### src/rtl/blkmove_pkg.sv
package blkmove_pkg;
  typedef enum logic [2:0] {
    ST_IDLE  = 3'd0,
    ST_PARM  = 3'd1,
    ST_READ  = 3'd2,
    ST_WRITE = 3'd3,
    ST_DONE  = 3'd4
  } bm_state_e;
endpackage

### src/rtl/blkmove_ctrl.sv
module blkmove_ctrl
  import blkmove_pkg::*;
#(
  parameter int NPAR = 6,
  localparam int IW = $clog2(NPAR)
) (
  input  logic          clk,
  input  logic          rst_n,
  input  logic          start_i,
  input  logic          irq_i,
  input  logic          abort_i,
  input  logic          cnt_zero_i,
  output bm_state_e     state_o,
  output logic [IW-1:0] idx_o,
  output logic          halt_o
);
  localparam logic [IW-1:0] LAST = IW'(NPAR - 1);

  bm_state_e     st_q, st_d;
  logic [IW-1:0] idx_q, idx_d;
  logic          busy_q, busy_d;
  logic          active, go, idx_en;

  assign active = (st_q == ST_PARM) || (st_q == ST_READ) || (st_q == ST_WRITE);
  assign halt_o = active && (irq_i || abort_i);
  assign go     = start_i && !irq_i && !abort_i;
  assign idx_en = (st_q == ST_IDLE) || (st_q == ST_PARM);

  always_comb begin
    st_d   = st_q;
    idx_d  = idx_q;
    busy_d = busy_q;
    unique case (st_q)
      ST_IDLE: if (go) begin
        idx_d = '0;
        st_d  = busy_q ? ST_READ : ST_PARM;
      end
      ST_PARM: begin
        if (halt_o) st_d = ST_IDLE;
        else if (idx_q == LAST) begin
          st_d   = ST_READ;
          busy_d = 1'b1;
        end else idx_d = idx_q + 1'b1;
      end
      ST_READ:  st_d = halt_o ? ST_IDLE : ST_WRITE;
      ST_WRITE: begin
        if (halt_o) st_d = ST_IDLE;
        else if (cnt_zero_i) begin
          st_d   = ST_DONE;
          busy_d = 1'b0;
        end else st_d = ST_READ;
      end
      ST_DONE:  st_d = ST_IDLE;
      default:  st_d = ST_IDLE;
    endcase
    if (abort_i) busy_d = 1'b0;
  end

  always_ff @(posedge clk or negedge rst_n) begin
    if (!rst_n) begin
      st_q   <= ST_IDLE;
      idx_q  <= '0;
      busy_q <= 1'b0;
    end else begin
      st_q   <= st_d;
      busy_q <= busy_d;
      if (idx_en) idx_q <= idx_d;
    end
  end

  assign state_o = st_q;
  assign idx_o   = idx_q;

  assert_busy_set_R2: assert property (@(posedge clk) disable iff (!rst_n)
    (st_q == ST_PARM && idx_q == LAST && !halt_o) |=> busy_q);
  assert_halt_idle_R5: assert property (@(posedge clk) disable iff (!rst_n)
    halt_o |=> (st_q == ST_IDLE));
  assert_resume_R5: assert property (@(posedge clk) disable iff (!rst_n)
    (st_q == ST_IDLE && go && busy_q) |=> (st_q == ST_READ));
  assert_refetch_R6: assert property (@(posedge clk) disable iff (!rst_n)
    (st_q == ST_IDLE && go && !busy_q) |=> (st_q == ST_PARM && idx_q == '0));
  assert_abort_clear_R7: assert property (@(posedge clk) disable iff (!rst_n)
    abort_i |=> !busy_q);
  assert_done_pulse_R4: assert property (@(posedge clk) disable iff (!rst_n)
    (st_q == ST_DONE) |=> (st_q == ST_IDLE));
  assert_done_clear_R8: assert property (@(posedge clk) disable iff (!rst_n)
    (st_q == ST_DONE) |-> !busy_q);
endmodule

### src/rtl/blkmove_path.sv
module blkmove_path
  import blkmove_pkg::*;
#(
  parameter int AW   = 16,
  parameter int DW   = 8,
  parameter int OW   = 8,
  parameter int NPAR = 6,
  localparam int IW = $clog2(NPAR),
  localparam int PB = AW / DW
) (
  input  logic          clk,
  input  logic          rst_n,
  input  bm_state_e     state_i,
  input  logic [IW-1:0] idx_i,
  input  logic          halt_i,
  input  logic [AW-1:0] sp_i,
  input  logic [OW-1:0] ofs_i,
  input  logic [DW-1:0] rdata_i,
  output logic [AW-1:0] addr_o,
  output logic [DW-1:0] wdata_o,
  output logic          rd_o,
  output logic          wr_o,
  output logic          cnt_zero_o
);
  logic [AW-1:0] cnt_q, cnt_d, src_q, src_d, dst_q, dst_d;
  logic [DW-1:0] tmp_q;
  logic          ld_en, rd_en, wr_en;

  assign ld_en = (state_i == ST_PARM)  && !halt_i;
  assign rd_en = (state_i == ST_READ)  && !halt_i;
  assign wr_en = (state_i == ST_WRITE) && !halt_i;
  assign cnt_zero_o = (cnt_q == '0);

  always_comb begin
    cnt_d = cnt_q;
    src_d = src_q;
    dst_d = dst_q;
    if (ld_en) begin
      for (int b = 0; b < PB; b++) begin
        if (idx_i == IW'(b))        cnt_d[b*DW +: DW] = rdata_i;
        if (idx_i == IW'(PB + b))   src_d[b*DW +: DW] = rdata_i;
        if (idx_i == IW'(2*PB + b)) dst_d[b*DW +: DW] = rdata_i;
      end
    end
    if (wr_en && !cnt_zero_o) cnt_d = cnt_q - 1'b1;
  end

  always_ff @(posedge clk or negedge rst_n) begin
    if (!rst_n) begin
      cnt_q <= '0;
      src_q <= '0;
      dst_q <= '0;
      tmp_q <= '0;
    end else begin
      if (ld_en || wr_en) cnt_q <= cnt_d;
      if (ld_en) begin
        src_q <= src_d;
        dst_q <= dst_d;
      end
      if (rd_en) tmp_q <= rdata_i;
    end
  end

  always_comb begin
    unique case (state_i)
      ST_PARM:  addr_o = sp_i + AW'(ofs_i) + AW'(idx_i);
      ST_READ:  addr_o = src_q + cnt_q;
      ST_WRITE: addr_o = dst_q + cnt_q;
      default:  addr_o = '0;
    endcase
  end

  assign rd_o    = ld_en || rd_en;
  assign wr_o    = wr_en;
  assign wdata_o = tmp_q;

  assert_cnt_dec_R3: assert property (@(posedge clk) disable iff (!rst_n)
    (wr_o && !cnt_zero_o) |=> (cnt_q == $past(cnt_q) - 1'b1));
  assert_wr_after_rd_R3: assert property (@(posedge clk) disable iff (!rst_n)
    wr_o |-> $past(rd_o));
  assert_cnt_hold_R5: assert property (@(posedge clk) disable iff (!rst_n)
    (state_i == ST_IDLE) |=> $stable(cnt_q));
endmodule

### src/rtl/blkmove_engine.sv
module blkmove_engine
  import blkmove_pkg::*;
#(
  parameter int AW   = 16,
  parameter int DW   = 8,
  parameter int OW   = 8,
  localparam int NPAR = 3 * (AW / DW),
  localparam int IW   = $clog2(NPAR)
) (
  input  logic          clk,
  input  logic          rst_n,
  input  logic          start_i,
  input  logic [AW-1:0] sp_i,
  input  logic [OW-1:0] ofs_i,
  input  logic          irq_i,
  input  logic          abort_i,
  input  logic [DW-1:0] mem_rdata_i,
  output logic [AW-1:0] mem_addr_o,
  output logic [DW-1:0] mem_wdata_o,
  output logic          mem_rd_o,
  output logic          mem_wr_o,
  output logic          done_o
);
  bm_state_e     state;
  logic [IW-1:0] idx;
  logic          halt, cnt_zero;

  blkmove_ctrl #(.NPAR(NPAR)) u_ctrl (
    .clk(clk), .rst_n(rst_n), .start_i(start_i), .irq_i(irq_i),
    .abort_i(abort_i), .cnt_zero_i(cnt_zero), .state_o(state),
    .idx_o(idx), .halt_o(halt)
  );

  blkmove_path #(.AW(AW), .DW(DW), .OW(OW), .NPAR(NPAR)) u_path (
    .clk(clk), .rst_n(rst_n), .state_i(state), .idx_i(idx), .halt_i(halt),
    .sp_i(sp_i), .ofs_i(ofs_i), .rdata_i(mem_rdata_i), .addr_o(mem_addr_o),
    .wdata_o(mem_wdata_o), .rd_o(mem_rd_o), .wr_o(mem_wr_o),
    .cnt_zero_o(cnt_zero)
  );

  assign done_o = (state == ST_DONE);

  assert_done_quiet_R4: assert property (@(posedge clk) disable iff (!rst_n)
    done_o |-> (!mem_rd_o && !mem_wr_o));
endmodule

### config.mk
export PLATFORM = sky130hd
export DESIGN_NAME = blkmove_engine
export DESIGN_NICKNAME = d
export VERILOG_FILES = /design/src/rtl/blkmove_pkg.sv /design/src/rtl/blkmove_ctrl.sv /design/src/rtl/blkmove_path.sv /design/src/rtl/blkmove_engine.sv
export SDC_FILE = /design/constraint.sdc
export NUM_CORES = 1
export LEC_CHECK = 0
export ABC_AREA = 1
export BUFFER_PORTS_ARGS = -buffer_cell sky130_fd_sc_hd__buf_2
export CAP_MARGIN = 20
export CORE_ASPECT_RATIO = 0.9
export CORE_UTILIZATION = 60
export CTS_CLUSTER_SIZE = 30
export DETAILED_ROUTE_END_ITERATION = 7
export GPL_ROUTABILITY_DRIVEN = 1
export PLACE_DENSITY = 0.89
export SKIP_CTS_REPAIR_TIMING = 1
export SYNTH_ARGS = -nofsm -noshare
export SYNTH_HDL_FRONTEND = slang
export SYNTH_HIERARCHICAL = 1
export SYNTH_SLANG_ARGS = --single-unit
export TNS_END_PERCENT = 10
### constraint.sdc
create_clock -name clk -period 3.8 [get_ports clk]
set_input_delay 0.19 -clock clk [delete_from_list [all_inputs] [get_ports clk]]
set_output_delay 0.19 -clock clk [all_outputs]
set_load 0.02 [all_outputs]
# After elaboration in Yosys (flattened, before gate mapping)
# Cells that the tools add are included.
[word_totals]
reg_bits = 63
out_inout_bits = 27
[classes]
add_sub_neg = 6
eq_ne = 17
muxes = 23
reduce_logical = 34
[ops]
columns = ["op", "n"]
rows = [
  ["$pmux 16 s3", 1],
  ["$add 16x16->16", 2],
  ["$mux 16", 2],
  ["$mux 3", 8],
  ["$add 16x3->16", 1],
  ["$add 16x8->16", 1],
  ["$logic_not 16->1", 1],
  ["$mux 8", 2],
  ["$sub 16x1->16 const B", 1],
  ["$eq 3x2->1 const B", 4],
  ["$pmux 3 s4", 1],
  ["$reduce_and 2->1", 5],
  ["$reduce_and 5->1", 2],
  ["$eq 3x3->1 const B", 3],
  ["$ne 3x3->1 const B", 3],
  ["$reduce_bool 2->1", 4],
  ["$logic_and 1x1->1", 7],
  ["$eq 3x1->1 const B", 2],
  ["$logic_not 3->1", 2],
  ["$logic_or 1x1->1", 6],
  ["$ne 3x2->1 const B", 2],
  ["$pmux 3 s2", 1],
  ["$reduce_and 3->1", 2],
  ["$mux 1", 5],
  ["7 further kinds", 12],
]

# Logic depth before layout (Yosys ltp)
[depth]
ltp_word = 9
mapped_depth = 15
depth_no_buf = 15

# Modules after synthesis
# The synthesis kept the hierarchy.
[by_module_without_submodules]
columns = ["mod", "n_inst", "cells_per_inst", "area_each_um2", "seq_area_each_um2"]
rows = [
  ["blkmove_path", 1, 713, 4818.4, 1401.3],
  ["blkmove_ctrl", 1, 62, 510.5, 175.2],
  ["blkmove_engine", 1, 3, 13.8, 0.0],
]

# Least setup slack after synthesis
# OpenSTA, ideal clock, no wires.
[synth_path]
path_kind = "register to output"
start = "register u_ctrl.idx_q[1], in the netlist u_ctrl/idx_o[1]"
end = "output mem_addr_o[5]"
arrival_ns = 2.464
required_time_ns = 3.610
setup_slack_ns = 1.146
path_stages_with_launch = 9
path_buffers = 0
cell_sequence = "dfrtp_1 > fa_1 > ha_1 > fa_1 > nand2_1 > nand2_1 > and2_1 > xnor2_1 > o21ai_0"
[synth_via]
elab_chain_cells = 2
[synth_lines]
columns = ["element", "line", "source"]
rows = [
  ["start, declared", "blkmove_ctrl.sv:20", "logic [IW-1:0] idx_q, idx_d;"],
  ["start signal, assigned", "blkmove_ctrl.sv:67", "if (idx_en) idx_q <= idx_d;"],
  ["$add 16x3->16", "blkmove_path.sv:66", "ST_PARM: addr_o = sp_i + AW'(ofs_i) + AW'(idx_i);"],
  ["$pmux 16 s3", "blkmove_path.sv:65", "unique case (state_i)"],
  ["end, declared", "blkmove_engine.sv:18", "output logic [AW-1:0] mem_addr_o,"],
]
# Every way passes these cells.

# Worst setup path after layout
[layout_path]
start = "register u_ctrl.st_q[1], in the netlist u_ctrl/state_o[1]"
end = "output mem_addr_o[8]"
[layout_via]
elab_chain_cells = 2
[layout_lines]
columns = ["element", "line", "source"]
rows = [
  ["start, declared", "blkmove_ctrl.sv:19", "bm_state_e st_q, st_d;"],
  ["start signal, assigned", "blkmove_ctrl.sv:65", "st_q <= st_d;"],
  ["$eq 3x2->1 / $eq 3x1->1 (equally long branches)", "blkmove_path.sv:65", ""],
  ["$pmux 16 s3 (*)", "blkmove_path.sv:65", ""],
]
# Mark *: on every way between the ends. The rest lies on a longest branch, timed or not.

==> run_results.csv <==
group,metric,value,unit
routing,first_iter_violations,407,
timing,slew-limit-headroom,48.95,%
die,ios,64,
yosys,synth_most_common_cell,"nand2_1",
yosys,synthFlopType,"dfrtp_1",
cts,cts_tree,"done",
run_status,outcome,"finished, final reports clean",
cts,insertion_delay,0.34,ns
yosys,netlist_area,5343,um2
layout,final-instance-count-excl-fill,966,
power_and_ir_drop,p_int,2200,uW
die,die_width,101.5,um
yosys,ys_types,39,
routing,via_per_inst,5.474,
setup_path,required,3.61,ns
timing,fin_crit_sh,89.15,%
global_routing,grt_usage,32.01,%
placed_design,hpwl,11.05,mm
yosys,yosysSeqAreaShare,29.51,%
yosys,synth_edf_count,0,
timing,finalHoldViolCount,0,
yosys,synth_nets,855,
timing,post-route-min-period,3.388,ns
cts,htreeDepth,3,
job,cap_violations,0,
routing,first_pass_iters,5,
routing,wl,13.89,mm
yosys,ys_ff_latch,63,
layout,drive_above_1_share,15.35,%
yosys,yosysTopAreaCell,"dfrtp_1",
cts,clock_sinks,63,
hold_path,whs_endpoint,"u_path/cnt_q[14]",
layout,antenna_cells,0,
timing,rsz0062_at_grt,"no",
power_and_ir_drop,vdd_drop_max,0.4997,mV
routing,route.detailed.drc,0,
setup_path,path_cells,"nand2_1, nor2_2, nand2_1, nand2_1, ha_1, inv_1, fa_1, inv_1, nand3_1, nand3_1, nand2_1, nand3_1, nor2_1, o21ai_0, buf_2",
setup_path,cp.arrival,3.20,ns
timing,fmax,0.2952,GHz
die,core,8608,um2
cts,clk_pin_slew,0.07,ns
power_and_ir_drop,pwr-share-comb,57.1,%
timing,skew,0.009597,ns
hold_path,hold_class,"input pin to flip-flop",
setup_path,cp_common_cell,"nand2_1",
yosys,ys_async_sr_fraction,100.0,%
yosys,synth_common_cells,"nand2_1 (272), inv_1 (95), nand3_1 (84)",
global_routing,grt_overflow,0,
setup_path,reg2reg_depth,7,
global_routing,grt_pass1_vias,4938,
setup_path,cp_slowest_cell,"dfrtp_1",
routing,wire_per_inst,14.38,um
power_and_ir_drop,p_leak,0.003264,uW
setup_path,reg2reg_from,"u_ctrl/state_o[0]",
hold_path,hold_depth,3,
power_and_ir_drop,pwr-share-clk,14.8,%
timing,holdWs,0.1226,ns
setup_path,critPathMaxFanout,15,
setup_path,path_class,"flip-flop to output port",
timing,worstMarginPinSlew,0.7658,ns
placed_design,dp_cells,949,
yosys,netlist.area_leader.share,29.51,%
setup_path,reg2reg_slack,1.50,ns
global_routing,grt_first_pass_wirelength,23.07,mm
layout,area_growth_syn_to_layout,11.64,%
yosys,syn_inst,778,
power_and_ir_drop,switching_power,2122,uW
timing,timing.setup.tns,0,ns
routing,final_antenna_net_count,0,
timing,slew_viol_final,0,
setup_path,r2r_end,"u_path/cnt_q[0]",
placed_design,portBuffers,63,
cts,cts.root.buffer_cell,"clkbuf_8",
layout,utilization,69.29,%
die,fp.dieArea,9286,um2
die,dieHeight,91.52,um
global_routing,antenna_found_initial,0,
setup_path,crit_path_start_kind,"flip-flop",
hold_path,hp-start,"mem_rdata_i[6]",
timing,setup_viol,0,
yosys,yosys_warnings,6,
routing,vias,5288,
layout,fin_nets,919,
power_and_ir_drop,power,4322,uW
global_routing,grt_max_degree,35,
setup_path,cp-end-kind,"output port",
yosys,avgSynthCellArea,6.867,um2
placed_design,gp_congestion,0.9207,
die,row_count,32,
yosys,synth_area_leaders,"dfrtp_1 (30%), nand2_1 (19%), ha_1 (8.2%)",
power_and_ir_drop,power.density,724.6,nW/um2
die,start_util,62.06,%
setup_path,slowest_delay,0.64,ns
power_and_ir_drop,switching_share,49.10,%
cts,cts_made_buffers,9,
cts,cts_buffer_depth,2,
power_and_ir_drop,p_seq_share,28.1,%
-- cell families (layout without fill, tap and decap cells) --
logic type                 Yosys count  in the layout  share of synthesized area, %
and+or+nand+nor                    461            461                         40.14
buffers and inverters              116            185                         8.852
AOI/OAI and AO/OA                   83             83                         8.946
DFF                                 63             63                         29.51
adders and majority gates           40             40                         10.07
xor gates and xnor gates            14             14                         2.295
muxes                                1              1                        0.1874
-- flip-flops by register name, summed over array words and instances (netlist names) --
name	flops
u_ctrl/busy_q	1
u_ctrl/idx_o	3
u_ctrl/state_o	3
u_path/cnt_q	16
u_path/dst_q	16
u_path/src_q	16
u_path/wdata_o	8
-- stage by stage --
step	setup WS (ns)	cell area (um2)
2_1_floorplan	1.146	5343
3_3_place_gp	0.8613	5732
3_5_place_dp	0.7848	5732
4_1_cts	0.4226	5954
5_1_grt	0.03843	5964
6_report	0.4121	5964
-- worst max-delay path by stage --
stage,slack [ns],cells after the start,start,endpoint
after global routing,0.04,15,u_ctrl/state_o[1],mem_addr_o[8]
after floorplan,1.15,8,u_ctrl/idx_o[1],mem_addr_o[5]
after detailed placement,0.78,15,u_ctrl/state_o[1],mem_addr_o[8]
after CTS,0.42,15,u_ctrl/state_o[1],mem_addr_o[8]
final,0.41,15,u_ctrl/state_o[1],mem_addr_o[8]
after global placement,0.86,15,u_ctrl/state_o[1],mem_addr_o[8]
-- per-layer routing --
metal | up-vias | GRT usage (%) | wire, um
met5 | - | 0 | 0
met4 | 0 | 11.11 | 280
met3 | 29 | 4.773 | 980
met2 | 212 | 51.36 | 6436
met1 | 2426 | 43.88 | 6190
li1 | 2621 | - | -
-- cells in the final DEF, fill, tap and decap left out, types with 6 or more instances in the layout --
| master | netlist | layout |
|---|---|---|
| o211ai_1 | 6 | 6 |
| dfrtp_1 | 63 | 63 |
| o21ai_0 | 32 | 32 |
| a21oi_1 | 15 | 15 |
| nand2_1 | 272 | 272 |
| clkbuf_8 | 0 | 10 |
| nor2_1 | 48 | 48 |
| inv_1 | 95 | 95 |
| o21ai_2 | 8 | 8 |
| ha_1 | 35 | 35 |
| nand2_2 | 8 | 8 |
| nor3_1 | 6 | 6 |
| nand3_1 | 84 | 84 |
| o21ai_1 | 17 | 17 |
| inv_2 | 9 | 9 |
| nand3b_1 | 10 | 10 |
| buf_2 | 6 | 63 |
| xor2_1 | 9 | 9 |
-- worst max-delay path, delay by kind of cell (launching register included) --
family / cells / cell delay [ns]
AND/OR/NAND/NOR: 9 / 1.19
adder cells (fa/ha/maj): 2 / 0.55
flip-flops: 1 / 0.64
AO/OA/AOI/OAI: 1 / 0.15
buffers and inverters: 3 / 0.33
-- power by group through the flow --
| stage | clock network (uW) | registers (uW) | logic, uW |
|---|---|---|---|
| 2_1_floorplan | 0 | 1190 | 1800 |
| 3_3_place_gp | 0 | 1200 | 2340 |
| 3_5_place_dp | 0 | 1220 | 2420 |
| 4_1_cts | 647 | 1210 | 2440 |
| 5_1_grt | 674 | 1250 | 2770 |
| 6_report | 638 | 1220 | 2470 |
-- area by class of cell --
cell class	instances	area [um2]
flip-flops and latches	63	1577
well taps	119	148.9
clock buffers	11	141.4
inverters	104	390.4
repair buffers	65	332.8
multi-input cells	599	3293
fillers	723	2644
clock inverters	5	81.33
(Power assumes the default switching activity.)
